--- src/rtl/uart_txirq_pkg.sv ---
package uart_txirq_pkg;
  typedef enum logic [3:0] {
    IIR_NONE = 4'h1,
    IIR_TX   = 4'h2,
    IIR_RX   = 4'h4
  } iir_code_e;
endpackage

--- src/rtl/txq_fifo.sv ---
module txq_fifo #(
  parameter int DEPTH = 64,
  parameter int DW    = 8,
  localparam int AW   = $clog2(DEPTH),
  localparam int CW   = $clog2(DEPTH + 1)
) (
  input  logic          clk_i,
  input  logic          rst_ni,
  input  logic          wr_en_i,
  input  logic [DW-1:0] wr_data_i,
  input  logic          pop_i,
  output logic [DW-1:0] rd_data_o,
  output logic [CW-1:0] count_o,
  output logic          empty_o,
  output logic          full_o,
  output logic          ovf_o
);
  logic [DW-1:0] mem_q [DEPTH];
  logic [AW-1:0] wp_q, rp_q;
  logic [CW-1:0] cnt_q;
  logic          ovf_q;
  logic          wr_ok, pop_ok;

  assign empty_o = (cnt_q == '0);
  assign full_o  = (cnt_q == CW'(DEPTH));
  assign wr_ok   = wr_en_i & ~full_o;
  assign pop_ok  = pop_i & ~empty_o;

  function automatic logic [AW-1:0] nxt(input logic [AW-1:0] p);
    return (p == AW'(DEPTH - 1)) ? '0 : p + 1'b1;
  endfunction

  always_ff @(posedge clk_i) begin
    if (wr_ok) mem_q[wp_q] <= wr_data_i;
  end

  always_ff @(posedge clk_i or negedge rst_ni) begin
    if (!rst_ni) begin
      wp_q  <= '0;
      rp_q  <= '0;
      cnt_q <= '0;
      ovf_q <= 1'b0;
    end else begin
      if (wr_ok)  wp_q <= nxt(wp_q);
      if (pop_ok) rp_q <= nxt(rp_q);
      if (wr_ok && !pop_ok)      cnt_q <= cnt_q + 1'b1;
      else if (pop_ok && !wr_ok) cnt_q <= cnt_q - 1'b1;
      if (wr_en_i && full_o) ovf_q <= 1'b1;
    end
  end

  assign rd_data_o = mem_q[rp_q];
  assign count_o   = cnt_q;
  assign ovf_o     = ovf_q;

  p_no_overflow_r2: assert property (@(posedge clk_i) disable iff (!rst_ni)
    cnt_q <= CW'(DEPTH));
  p_full_drop_r2: assert property (@(posedge clk_i) disable iff (!rst_ni)
    (full_o && wr_en_i && !pop_i) |=> (cnt_q == CW'(DEPTH)) && ovf_q);
  p_empty_pop_r3: assert property (@(posedge clk_i) disable iff (!rst_ni)
    (empty_o && pop_i && !wr_en_i) |=> (cnt_q == '0) && $stable(rp_q));
endmodule

--- src/rtl/txq_irq.sv ---
module txq_irq
  import uart_txirq_pkg::*;
(
  input  logic      clk_i,
  input  logic      rst_ni,
  input  logic      cond_i,
  input  logic      gate_off_i,
  input  logic      rx_req_i,
  input  logic      rd_i,
  output iir_code_e code_o,
  output logic      irq_o
);
  logic cond_q, pend_q, evt, ack;

  assign code_o = rx_req_i ? IIR_RX : (pend_q ? IIR_TX : IIR_NONE);
  assign irq_o  = rx_req_i | pend_q;
  assign evt    = cond_i & ~cond_q;
  assign ack    = rd_i & (code_o == IIR_TX);

  always_ff @(posedge clk_i or negedge rst_ni) begin
    if (!rst_ni) begin
      cond_q <= 1'b0;
      pend_q <= 1'b0;
    end else begin
      cond_q <= cond_i;
      if (!cond_i)  pend_q <= 1'b0;
      else if (evt) pend_q <= 1'b1;   // new event wins over a same-cycle read
      else if (ack) pend_q <= 1'b0;
    end
  end

  p_rise_sets_r6: assert property (@(posedge clk_i) disable iff (!rst_ni)
    $rose(cond_i) |=> pend_q);
  p_ack_clears_r7: assert property (@(posedge clk_i) disable iff (!rst_ni)
    (rd_i && !rx_req_i && pend_q && $past(cond_i)) |=> !pend_q);
  p_gone_clears_r8: assert property (@(posedge clk_i) disable iff (!rst_ni)
    !cond_i |=> !pend_q);
  p_rx_read_keeps_r9: assert property (@(posedge clk_i) disable iff (!rst_ni)
    (rd_i && rx_req_i && pend_q && cond_i) |=> pend_q);
  p_race_keep_r10: assert property (@(posedge clk_i) disable iff (!rst_ni)
    (rd_i && rx_req_i && cond_i && !cond_q) |=> pend_q);
  p_gate_r11: assert property (@(posedge clk_i) disable iff (!rst_ni)
    gate_off_i |=> !pend_q);
endmodule

--- src/rtl/uart_txirq_ctrl.sv ---
module uart_txirq_ctrl
  import uart_txirq_pkg::*;
#(
  parameter int DEPTH = 64,
  parameter int DW    = 8,
  localparam int CW   = $clog2(DEPTH + 1)
) (
  input  logic          clk_i,
  input  logic          rst_ni,
  input  logic          wr_en_i,
  input  logic [DW-1:0] wr_data_i,
  input  logic          pop_i,
  output logic [DW-1:0] pop_data_o,
  output logic          pop_valid_o,
  output logic [CW-1:0] level_o,
  output logic          ovf_o,
  input  logic [CW-1:0] trig_free_i,
  input  logic          tx_ie_i,
  input  logic          rs485_auto_i,
  input  logic          rs485_logic_i,
  input  logic          rx_req_i,
  input  logic          iir_rd_i,
  output logic [3:0]    iir_o,
  output logic          irq_o,
  output logic          txrdy_o,
  output logic          lsr_tx_o
);
  logic [CW-1:0] cnt, free_slots;
  logic          empty, full, gate_off, tx_cond;
  iir_code_e     code;

  txq_fifo #(.DEPTH(DEPTH), .DW(DW)) u_fifo (
    .clk_i, .rst_ni, .wr_en_i, .wr_data_i, .pop_i,
    .rd_data_o(pop_data_o), .count_o(cnt), .empty_o(empty),
    .full_o(full), .ovf_o
  );

  assign free_slots = CW'(DEPTH) - cnt;
  assign txrdy_o    = (free_slots >= trig_free_i);
  assign lsr_tx_o   = txrdy_o;
  assign gate_off   = rs485_auto_i & ~rs485_logic_i;
  assign tx_cond    = txrdy_o & tx_ie_i & ~gate_off;

  txq_irq u_irq (
    .clk_i, .rst_ni, .cond_i(tx_cond), .gate_off_i(gate_off),
    .rx_req_i, .rd_i(iir_rd_i), .code_o(code), .irq_o
  );

  assign iir_o       = code;
  assign pop_valid_o = ~empty;
  assign level_o     = cnt;

  p_full_blocks_r1: assert property (@(posedge clk_i) disable iff (!rst_ni)
    full |-> !txrdy_o || trig_free_i == '0);
endmodule

--- config.mk ---
export PLATFORM = sky130hd
export DESIGN_NAME = uart_txirq_ctrl
export DESIGN_NICKNAME = d
export VERILOG_FILES = /design/src/rtl/uart_txirq_pkg.sv /design/src/rtl/txq_fifo.sv /design/src/rtl/txq_irq.sv /design/src/rtl/uart_txirq_ctrl.sv
export SDC_FILE = /design/constraint.sdc
export NUM_CORES = 1
export LEC_CHECK = 0
export BUFFER_PORTS_ARGS = -buffer_cell sky130_fd_sc_hd__buf_2
export CAP_MARGIN = 20
export CORE_ASPECT_RATIO = 0.7
export CORE_MARGIN = 1
export CORE_UTILIZATION = 45
export CTS_CLUSTER_SIZE = 8
export DETAILED_ROUTE_END_ITERATION = 10
export PLACE_DENSITY_LB_ADDON = 0.08
export SLEW_MARGIN = 20
export SYNTH_ARGS = -nofsm -noshare
export SYNTH_HDL_FRONTEND = slang
export SYNTH_HIERARCHICAL = 1
export SYNTH_SLANG_ARGS = --single-unit
--- constraint.sdc ---
create_clock -name clk_i -period 4.1 [get_ports clk_i]
set_input_delay 0.82 -clock clk_i [delete_from_list [all_inputs] [get_ports clk_i]]
set_output_delay 0.82 -clock clk_i [all_outputs]
set_load 0.02 [all_outputs]
After elaboration in Yosys (flattened, before gate mapping) --
Memory sizes are Yosys's and may differ from the RTL's. Index checks and enable logic that the tools add are counted.
Storage, ports and cells: register bits after elaboration 22, bits in writable memories 512, input port bits 24, output and inout port bits 24, logic and storage cells 49, memories kept 1
Cells by class: add/subtract/negate cells 5, order comparisons 1, eq/ne operators 5, muxes and demuxes 11, bitwise gates (word level) 13, reduce and logical (&&, ||, !) cells 7
Memories:
- u_fifo.mem_q | depth 64, bits a word 8, rd ports 1, clocked after memory_dff 0, wr ports 1, RTL line txq_fifo.sv:18 | logic [DW-1:0] mem_q [DEPTH];
Operators by type and width (number):
- 7-bit two-way mux | 2
- 6-bit by 1-bit adder with 6-bit output (second input constant) | 2
- 6-bit == test (second input constant) | 2
- 6-bit two-way mux | 2
- 7-bit by 1-bit adder with 7-bit output (second input constant) | 1
- 1-bit bitwise AND | 7
- 7-bit == test (second input constant) | 1
- 7-bit >= comparator | 1
- 7-bit zero test | 1
- 7-bit by 1-bit subtractor with 7-bit output (second input constant) | 1
- 7-bit subtractor (first input constant) | 1
- 1-bit two-way mux | 5
- 1-bit inverter | 5
- 4-bit by 2-bit == test with 1-bit output (second input constant) | 1
- 4-bit two-way mux | 1
- 1-bit logical AND | 3
- 3-bit inequality test (second input constant) | 1
- 1-bit zero test | 2
- 2-bit two-way mux | 1
- 2-bit nonzero test | 1
- 1-bit OR | 1

Depth between registers and ports, before layout --
Gate-level depths: netlist (run 1).
word-level depth 7, gate-level depth with buffers 11, gate-level depth less buffers 11

Hierarchy --
The synthesis (run 1) kept the hierarchy.
Modules (own cells, without submodules):
- txq_fifo | times used 1, cells each 1038, area each 21126.5 um^2, seq. area each 15875.2 um^2
- uart_txirq_ctrl | times used 1, cells each 40, area each 287.8 um^2, seq. area each 0.0 um^2
- txq_irq | times used 1, cells each 11, area each 110.1 um^2, seq. area each 50.0 um^2

Worst setup path before layout (run 1) --
OpenSTA, ideal clock, no wires.
path kind reg2reg, start reg u_fifo.cnt_q[3] (netlist: u_fifo/count_o[3]), end reg u_fifo.cnt_q[6] (netlist: u_fifo/count_o[6]), library setup time 0.135 ns, data arrival time 2.937 ns, required time 3.965 ns, path slack 1.029 ns, cell stages (with the launch flop) 12, path buffers 0, clock period less this slack 3.071 ns, cells stage by stage dfrtp_1 > nor4_1 > a31oi_1 > inv_1 > ha_1 > inv_1 > ha_1 > nor2b_1 > o21ai_0 > a2111oi_0 > a211oi_1 > xnor2_1
Between the ends: cells in the longest elaborated chain, start to end 6, elaborated cells on any way between the ends 15, classes of those cells 2 x add/sub; 1 x eq/ne; 2 x mux; 4 x bitwise; 6 x reduce/logical
RTL lines:
- start, declared | RTL line txq_fifo.sv:20 | logic [CW-1:0] cnt_q;
- start signal, assigned | RTL line txq_fifo.sv:46 | if (wr_ok && !pop_ok) cnt_q <= cnt_q + 1'b1;
- start signal, assigned | RTL line txq_fifo.sv:47 | else if (pop_ok && !wr_ok) cnt_q <= cnt_q - 1'b1;
- parallel branches: the longest is 6 deep, another holds 7-bit by 1-bit subtractor with 7-bit output
Parallel ways; which one is timed is not known. The select of a mux whose other input is x is not followed. A chain may end at the register's enable or synchronous reset.

Worst setup path after layout (run 1) --
start reg u_fifo.rp_q[1], end out pop_data_o[1]
Between the ends: cells in the longest elaborated chain, start to end 1
RTL lines:
- start, declared | RTL line txq_fifo.sv:19 | logic [AW-1:0] wp_q, rp_q;
- start signal, assigned | RTL line txq_fifo.sv:45 | if (pop_ok) rp_q <= nxt(rp_q);
- memory read 64 x 8 bit
- end, declared | RTL line uart_txirq_ctrl.sv:13 | output logic [DW-1:0] pop_data_o,
No other way between the ends.

==> impl_results.md, run 1 <==
- Clk_lat worst skew: 0.59 ns
- FF-to-FF Start: u_fifo/count_o[4]
- I/O Buffers: 46
- Synth cell types: between 60 and 70
- Total grt overflow: 0
- CTS Buffer Depth: 3
- Layout cell share with drive strength beyond 1: 0.289
- Synth Net Count: between 1000 and 1500
- Area grow syn2layout: 17.6%
- H-tree depth: 3
- CTS tree: done
- Wirelength per Cell: around 28 microns
- Critical path class: flip-flop to primary output
- Sequential area share after synthesis: 0.740
- Final GP Congestion: roughly 0.8
- CP startpoint kind: flip-flop
- Period minus WS final: slightly below 4 ns
- Final std cells w/o fill: around 1900
- Max-Slew Margin vs Limit: 0.395
- Initial antenna violation count: 1
- Final Max Tran Viols: 0
- Initial core utilization: 0.460
- Largest net degree at the start of global routing: 53
- Slowest-stage cell, CP: mux4_2
- Register-to-Register Path Depth: 11
- Async S/R FF share, synth: 0.0412
- Endpoints failing setup: 0
- WP data arrival: between 3 and 4 ns
- Clock skew: around 0.018 ns
- Final WL: between 50000 and 60000 microns
- TritonCTS buffer count: 76
- Vias in the first global route: ~11000
- Die width: around 260 microns
- Syn avg cell area: 19.8 sq um
- Root Buffer: clkbuf_16
- Worst EP required: between 3 and 4 ns
- Netlist Area Pre-Place: ~22000 sq um
- Tightest Hold Check Type: input port to async pin
- Dpl hpwl: between 30000 and 40000 microns
- Crit-path most repeated cell: mux4_2
- Avg Vias per Cell: 5.90
- Util after Layout: 0.541
- Crit. End Element: primary output
- Worst-Margin Slew: 0.904 ns
- Count of final hold-check violations: 0
- Crit-path max cell delay: 0.56 ns
- Clock Sinks: 534
- Routed Antenna Nets: 0
- Core Area: roughly 47000 sq um
- Via count: ~11000
- Syn Inst Count: 1089
- Initial DRC Count: ~1200
- Multi-input logic area: about 5000 sq um
- Die footprint: slightly below 50000 sq um
- CTS Hold Bufs: 0
- Register area: 15900 sq um
- Filler Cell Count: about 3600
- CP Cell Sequence: buf_16 -> mux4_2 -> mux4_2 -> nor2b_1 -> o32ai_1 -> buf_2
- Warnings from Yosys: 6
- Max Clock Freq: 0.253 GHz
- First-pass GRT wire length: between 70000 and 80000 microns
- Pwr/cell area: roughly 670 nW/um^2
- Number of synthesized register bits: about 530
- Most used DFF post-synth: edfxtp_1
- Worst vdd ir: 373 uV
- Max_cap viols: 0
- Post-synth EDFFs: 512
- CP max FO: 18
- Fin crit share: 0.965
- Placed cells: about 1800
- Row count: between 60 and 70
- Clock Pin Slew Worst Setup and Hold Paths: around 0.050 ns
- Setup tns final: 0 ns
- Status: complete, no violations
- I/O pins: 48
- Unrepaired setup endpoints after global routing: false
- R2r setup slk: around 0.44 ns
- P_leak: ~8.5 nW
- DRT Pass-1 Iters: 6
- Nets@finish: roughly 1300
- Gr usage total: 0.223
- DRC: 0
- Chip Height: 185 microns
- RR Endpoint: u_fifo/count_o[6]
-- stage by stage --
stage               worst slack (ns)  area (sq um)  hold WS [ns]  power (mW)
finish                         0.142         25300         0.230        17.0
global route                  0.0683         25300         0.252        17.7
CTS                           0.0307         25200         0.217        17.0
detailed placement             0.449         22900         0.443        11.2
global placement               0.472         22900         0.438        11.2
floorplan                       1.03         21500         0.524        9.60
-- cell families after synthesis --
family                     count (synthesis)  share of synthesized area
other                                      1                   0.000174
adders and majority gates                 18                     0.0108
xor gates and xnor gates                  12                    0.00488
and+or+nand+nor                          174                     0.0376
buffers and inverters                     80                     0.0226
muxes                                    157                      0.145
AOI/OAI and AO/OA                        113                     0.0389
DFF                                      534                      0.740
-- sequential cells by signal, summed over array words and instances (netlist names) --
name and cells:
u_irq/pend_q 1, u_irq/cond_q 1, u_fifo/count_o 7, u_fifo/mem_q 512, u_fifo/wp_q 6, u_fifo/ovf_o 1
u_fifo/rp_q 6
-- critical path, delay by kind of cell, from the launching register on --
kind | cells | cell delay, ns
compound gates | 1 | 0.21
flops | 1 | 0.52
simple gates | 1 | 0.32
mux | 2 | 1.06
buf+inv | 2 | 0.42
-- area by class of cell --
cell class,instances,area share
sequential,534,0.629
multi-input combinational,475,0.202
clock buffer,105,0.0815
timing repair buffer,160,0.0510
tap,612,0.0302
inverter,24,0.00356
clock inverter,4,0.00212
antenna,1,0.0000988
-- report_power, final --
| group | leakage (nW) | internal, mW | switching, mW | total, mW |
|---|---|---|---|---|
| sequential | 4.87 | 6.26 | 0.316 | 6.58 |
| combinational | 2.57 | 2.07 | 2.72 | 4.79 |
| clock | 1.02 | 3.45 | 2.19 | 5.64 |
-- synth_stat cells (all sizes together), types with 6 or more instances --
cell type | n | share of area
nand3b | 10 | 0.0037
xnor2 | 9 | 0.0037
nand2 | 38 | 0.0066
edfxtp | 512 | 0.71
a21oi | 10 | 0.0023
o221ai | 11 | 0.0045
mux4 | 120 | 0.13
buf | 39 | 0.015
a211oi | 9 | 0.0038
nor2 | 80 | 0.014
a22oi | 8 | 0.0028
dfrtp | 22 | 0.026
o21ai | 20 | 0.0047
inv | 24 | 0.0042
mux2i | 28 | 0.013
nor2b | 11 | 0.0032
mux2 | 9 | 0.0047
clkbuf | 16 | 0.0030
a221oi | 6 | 0.0027
ha | 17 | 0.0099
nand3 | 13 | 0.0030
o22ai | 10 | 0.0029
a22o | 8 | 0.0033
-- repair_timing --
item                       4_1_cts  5_1_grt
buffers inserted                 4        7
resized for setup                2        1
setup endpoints to repair        8        4
gates cloned                     1        1
-- how the worst max path moves through the flow --
stage | from | to | slack (ns) | cells past startpoint
final | u_fifo/rp_q[1] | pop_data_o[1] | 0.14 | 6
after global routing | u_fifo/rp_q[0] | pop_data_o[2] | 0.07 | 7
after CTS | u_fifo/rp_q[1] | pop_data_o[5] | 0.03 | 9
after detailed placement | u_fifo/count_o[4] | u_fifo/count_o[6] | 0.45 | 11
after global placement | u_fifo/count_o[4] | u_fifo/count_o[6] | 0.47 | 11
after floorplan | u_fifo/count_o[3] | u_fifo/count_o[6] | 1.03 | 11
-- placed cells by master, fill, tap and decap left out, types with 4 or more instances in the layout --
| cell | n |
|---|---|
| a221oi_1 | 5 |
| buf_4 | 102 |
| a211oi_1 | 6 |
| xnor2_1 | 9 |
| clkbuf_16 | 79 |
| edfxtp_1 | 512 |
| o221ai_1 | 11 |
| a211o_1 | 4 |
| nor2_1 | 80 |
| nand2_1 | 38 |
| ha_1 | 17 |
| o32ai_1 | 4 |
| a22oi_1 | 8 |
| o21ai_0 | 19 |
| mux4_1 | 11 |
| buf_12 | 8 |
| buf_2 | 45 |
| nor2b_1 | 11 |
| mux2i_1 | 28 |
| o31ai_1 | 4 |
| nand3b_1 | 9 |
| a21oi_1 | 10 |
| dfrtp_1 | 19 |
| a31o_1 | 4 |
| a22o_1 | 8 |
| inv_1 | 23 |
| clkbuf_1 | 26 |
| nand3_1 | 13 |
| mux2_2 | 9 |
| mux4_2 | 109 |
| o22ai_1 | 10 |
-- metal layers --
layer  share of wire  track usage  vias up
met4           0.012       0.0470        0
met2            0.42        0.310      456
li1                -            -     4833
met1            0.48        0.354     5965
met5               0            0        -
met3           0.079       0.0526       49
No activity file was read; power rests on OpenSTA's default activity.
==> inputs of run 2 (changes only) <==
==> constraint.sdc (replaced) <==
create_clock -name clk_i -period 3.7 [get_ports clk_i]
set_input_delay 0.74 -clock clk_i [delete_from_list [all_inputs] [get_ports clk_i]]
set_output_delay 0.74 -clock clk_i [all_outputs]
set_load 0.02 [all_outputs]
==> impl_results.md, run 2 (synthesis results as in run 1) <==
- CTS Buffer Depth: 3
- Root Buffer: clkbuf_16
- Max Clock Freq: approximately 0.27 GHz
- Via count: between 10000 and 15000
- RR Endpoint: u_fifo/count_o[6]
- CTS Hold Bufs: 0
- Final Max Tran Viols: 0
- Initial antenna violation count: 0
- Count of final hold-check violations: 0
- Avg Vias per Cell: 5.84
- Largest net degree at the start of global routing: between 40 and 50
- Core Area: between 40000 and 50000 sq um
- CP startpoint kind: flip-flop
- Critical path class: flip-flop to primary output
- Most frequent cells in the layout: edfxtp_1, buf_4, mux4_2
- Initial core utilization: 0.460
- Fin crit share: 1.01
- Clock skew: 0.0205 ns
- Most common cell after layout, fill and taps aside: edfxtp_1
- Biggest register: u_fifo/mem_q
- H-tree depth: 3
- FF-to-FF Start: u_fifo/count_o[4]
- Placed cells: ~1800
- Row count: 66
- I/O Buffers: 46
- Total chip power: approximately 19 mW
- Final setup margin: -0.0314 ns
- Clock Pin Slew Worst Setup and Hold Paths: ~0.05 ns
- Layout cell share with drive strength beyond 1: 0.325
- Period minus WS final: approximately 3.7 ns
- CTS tree: done
- DRT Pass-1 Iters: 5
- Routed Antenna Nets: 0
- Crit. End Element: primary output
- Tightest Hold Check Type: input port to async pin
- Chip Height: approximately 180 microns
- TritonCTS buffer count: 76
- Max-Slew Margin vs Limit: 0.348
- Max_cap viols: 0
- Status: complete, but fails checks
- Unrepaired setup endpoints after global routing: true
- Total grt overflow: 0
- Die width: approximately 260 microns
- Die footprint: ~49000 sq um
- Final std cells w/o fill: just under 2000
- Worst-Margin Slew: about 0.98 ns
- I/O pins: 48
- Dpl hpwl: 33300 microns
- Nets@finish: 1328
- Worst EP required: slightly below 3 ns
- Failing checks: setup timing
- Register-to-Register Path Depth: 11
- # diodes: 0
- Clk_lat worst skew: 0.59 ns
- Worst vdd ir: about 450 uV
- Area grow syn2layout: 19.6%
- CP max FO: 10
- Vias in the first global route: 11000
- WP data arrival: 2.99 ns
- R2r setup slk: approximately 0.4 ns
- Gr usage total: 0.226
- Final GP Congestion: approximately 0.82
- Pwr/cell area: approximately 750 nW/um^2
- Filler Cell Count: 3562
- Largest register FFs: between 500 and 600
- Clock Sinks: 534
- First-pass GRT wire length: between 70000 and 80000 microns
- P_leak: roughly 8.6 nW
- DRC: 0
- Final WL: roughly 54000 microns
- Initial DRC Count: approximately 1100
- Wirelength per Cell: roughly 28 microns
- Util after Layout: 0.550
- Endpoints failing setup: 4
run 2: how the worst max path moves through the flow:
stage,start,cells past startpoint,end
final,u_fifo/rp_q[0],7,pop_data_o[0]
after global routing,u_fifo/rp_q[0],8,pop_data_o[4]
after CTS,u_fifo/rp_q[0],7,pop_data_o[4]
after detailed placement,u_fifo/rp_q[0],7,pop_data_o[4]
after global placement,u_fifo/rp_q[0],7,pop_data_o[4]
after floorplan,u_fifo/count_o[3],11,u_fifo/count_o[6]
run 2: per-layer routing:
| metal | share of wire | global-route usage | vias to the layer above |
|---|---|---|---|
| met3 | 0.071 | 0.0489 | 72 |
| met5 | 0 | 0 | - |
| met1 | 0.50 | 0.373 | 5950 |
| met4 | 0.016 | 0.0540 | 0 |
| li1 | - | - | 4860 |
| met2 | 0.41 | 0.300 | 399 |
run 2: report_power, final:
part           total [mW]  leakage (nW)  internal, mW  switching, mW
registers            7.28          4.87          6.94          0.339
logic                5.77          2.70          2.53           3.23
clock network        6.32          1.04          3.88           2.44
total                19.4          8.60          13.3           6.01
run 2: layout make-up:
class / count / area [sq um] / share of cell area
Clock buffer: 108 / 2100 / 0.0814
Clock inverter: 4 / 46.3 / 0.00180
Inverter: 24 / 90.1 / 0.00350
Multi-Input combinational cell: 475 / 5330 / 0.207
Sequential cell: 534 / 15900 / 0.619
Tap cell: 612 / 766 / 0.0297
Timing Repair Buffer: 175 / 1470 / 0.0572
run 2: what timing repair did:
action	4_1_cts	5_1_grt
pin swaps	19	8
cloned	4	0
buffers inserted	9	4
endpoints found under the setup margin	8	10
endpoints found under the hold margin	0	0
resized for setup	54	18
run 2: per-stage QoR:
stage | TNS (ns) | hold WS [ns] | cell area, sq um | setup slack [ns]
5_1_grt | -0.513 | 0.190 | 25700 | -0.0953
2_1_floorplan | 0 | 0.444 | 21500 | 0.629
6_report | -0.0810 | 0.167 | 25700 | -0.0314
3_3_place_gp | 0 | 0.439 | 23000 | 0.261
3_5_place_dp | 0 | 0.449 | 23000 | 0.232
4_1_cts | -0.171 | 0.162 | 25600 | -0.0442
run 2: worst max-delay path, cell delays in order, from the launching register on:
cell and delay, ns:
dfrtp_4 0.48, buf_12 0.14, buf_8 0.16, mux4_1 0.71
a21oi_1 0.23, a311oi_2 0.16, a211o_1 0.37, buf_6 0.15
==> inputs of run 3 (changes only) <==
--- a/config.mk
+++ b/config.mk
@@ -13,6 +13,7 @@
 export CTS_CLUSTER_SIZE = 8
 export DETAILED_ROUTE_END_ITERATION = 10
 export PLACE_DENSITY_LB_ADDON = 0.08
+export RECOVER_POWER = 25
 export SLEW_MARGIN = 20
 export SYNTH_ARGS = -nofsm -noshare
 export SYNTH_HDL_FRONTEND = slang
==> impl_results.md, run 3 (synthesis results as in run 1) <==
- Biggest register: u_fifo/mem_q
- Final setup margin: -0.0240 ns
- Wirelength per Cell: approximately 28 microns
- Final std cells w/o fill: between 1500 and 2000
- Initial DRC Count: around 1100
- TritonCTS buffer count: 76
- WP data arrival: between 2 and 3 ns
- First-pass GRT wire length: around 78000 microns
- Unrepaired setup endpoints after global routing: true
- Initial core utilization: 0.460
- CTS Buffer Depth: 3
- Pwr/cell area: approximately 750 nW/um^2
- Register-to-Register Path Depth: 11
- Clk_lat worst skew: 0.59 ns
- CP max FO: 10
- Status: complete, but fails checks
- DRC: 0
- Placed cells: ~1800
- # diodes: 0
- Final Max Tran Viols: 200
- CP startpoint kind: flip-flop
- Clock Sinks: roughly 530
- Die footprint: 48700 sq um
- Comb power frac: 0.298
- I/O Buffers: 46
- Largest net degree at the start of global routing: 43
- Die width: ~260 microns
- Most frequent cells in the layout: edfxtp_1, buf_4, mux4_2
- Period minus WS final: between 3 and 4 ns
- Critical path class: flip-flop to primary output
- Vias in the first global route: between 10000 and 15000
- Worst-Margin Slew: between 2 and 2.5 ns
- CTS tree: done
- Core Area: 46800 sq um
- Place WS: 0.232 ns
- Filler Cell Count: between 3000 and 4000
- Largest register FFs: slightly above 500
- Worst vdd ir: about 450 uV
- Post-route design area: approximately 26000 sq um
- Max-Slew Margin vs Limit: -0.448
- Setup tns final: -0.0730 ns
- Failing checks: capacitance limit, slew limit, setup timing
- H-tree depth: 3
- Count of final hold-check violations: 0
- Clock skew: between 0.02 and 0.025 ns
- Crit. End Element: primary output
- Clock Power Share: 0.326
- Most common cell after layout, fill and taps aside: edfxtp_1
- Root Buffer: clkbuf_16
- Total grt overflow: 0
- Final WL: around 54000 microns
- Via count: 11300
- Avg Vias per Cell: 5.83
- Nets@finish: about 1300
- Max Clock Freq: between 0.2 and 0.3 GHz
- Sequential share of power: 0.376
- DP Area: 23000 sq um
- Int Power: approximately 13 mW
- Gr usage total: 0.226
- Hold Path Stages: 2
- Clock Pin Slew Worst Setup and Hold Paths: about 0.050 ns
- Switching part of the total power: 0.310
- Row count: 66
- Worst EP required: between 2 and 3 ns
- Initial antenna violation count: 0
- DRT Pass-1 Iters: 5
- P_leak: around 8.6 nW
- Sw power: roughly 6 mW
- Area grow syn2layout: 19.5%
- Final GP Congestion: 0.821
- Dpl hpwl: about 33000 microns
- Tightest Hold Check Type: input port to flip-flop
- Layout cell share with drive strength beyond 1: 0.317
- Routed Antenna Nets: 0
- Endpoints failing setup: 4
- Max_cap viols: 6
- Chip Height: ~180 microns
- I/O pins: 48
- Fin crit share: 1.01
==> run 3: area by class of cell <==
class	instances	area [sq um]	area share
multi-input combinational	475	5330	0.207
clock buffer	108	2100	0.0815
tap	612	766	0.0298
timing repair buffer	175	1450	0.0564
clock inverter	4	46.3	0.00180
inverter	24	90.1	0.00350
sequential	534	15900	0.620
==> run 3: per-stage QoR <==
stage,power [mW],utilization,hold WS (ns)
global placement,12.4,0.492,0.439
detailed placement,12.5,0.492,0.449
CTS,19.4,0.547,0.162
floorplan,10.6,-,0.444
finish,19.4,0.549,0.377
global route,20.1,0.549,0.360
==> run 3: path summary, 6_finish.rpt <==
kind	endpoint	slack [ns]	start
max in group asynchronous	u_fifo/rp_q[2]	2.16	rst_ni
worst min register to register	u_fifo/ovf_o	0.46	u_fifo/ovf_o
worst max register to register	u_fifo/count_o[6]	0.41	u_fifo/count_o[4]
worst max-delay path	pop_data_o[0]	-0.02	u_fifo/rp_q[0]
min in group asynchronous	u_fifo/ovf_o	0.49	rst_ni
worst min-delay path	u_fifo/ovf_o	0.38	wr_en_i
==> run 3: timing repair <==
item | 4_1_cts | 5_1_grt
endpoints found under the setup margin | 8 | 10
hold endpoints to repair | 0 | 0
pin swaps | 19 | 8
hold buffers | 0 | 0
setup buffers | 9 | 4
cloned | 4 | 0
gates resized for setup | 54 | 18
==> run 3: power groups by stage <==
stage	combinational (mW)	sequential [mW]	clock, mW
floorplan	3.42	7.22	0
CTS	5.67	7.28	6.45
global placement	5.03	7.39	0
global route	6.08	7.31	6.67
detailed placement	5.05	7.40	0
finish	5.76	7.28	6.31
==> run 3: worst max-delay path, cell delays in order, from the launching register on <==
cell and delay, ns:
dfrtp_4 0.48, buf_12 0.14, buf_8 0.16, mux4_1 0.70
a21oi_1 0.23, a311oi_2 0.16, a211o_1 0.37, buf_6 0.15
==> run 3: routing by layer <==
metal / up-vias / track usage / part of all wire
met5: - / 0 / 0
met2: 398 / 0.300 / 0.41
li1: 4858 / - / -
met4: 0 / 0.0540 / 0.016
met1: 5936 / 0.373 / 0.50
met3: 72 / 0.0489 / 0.071
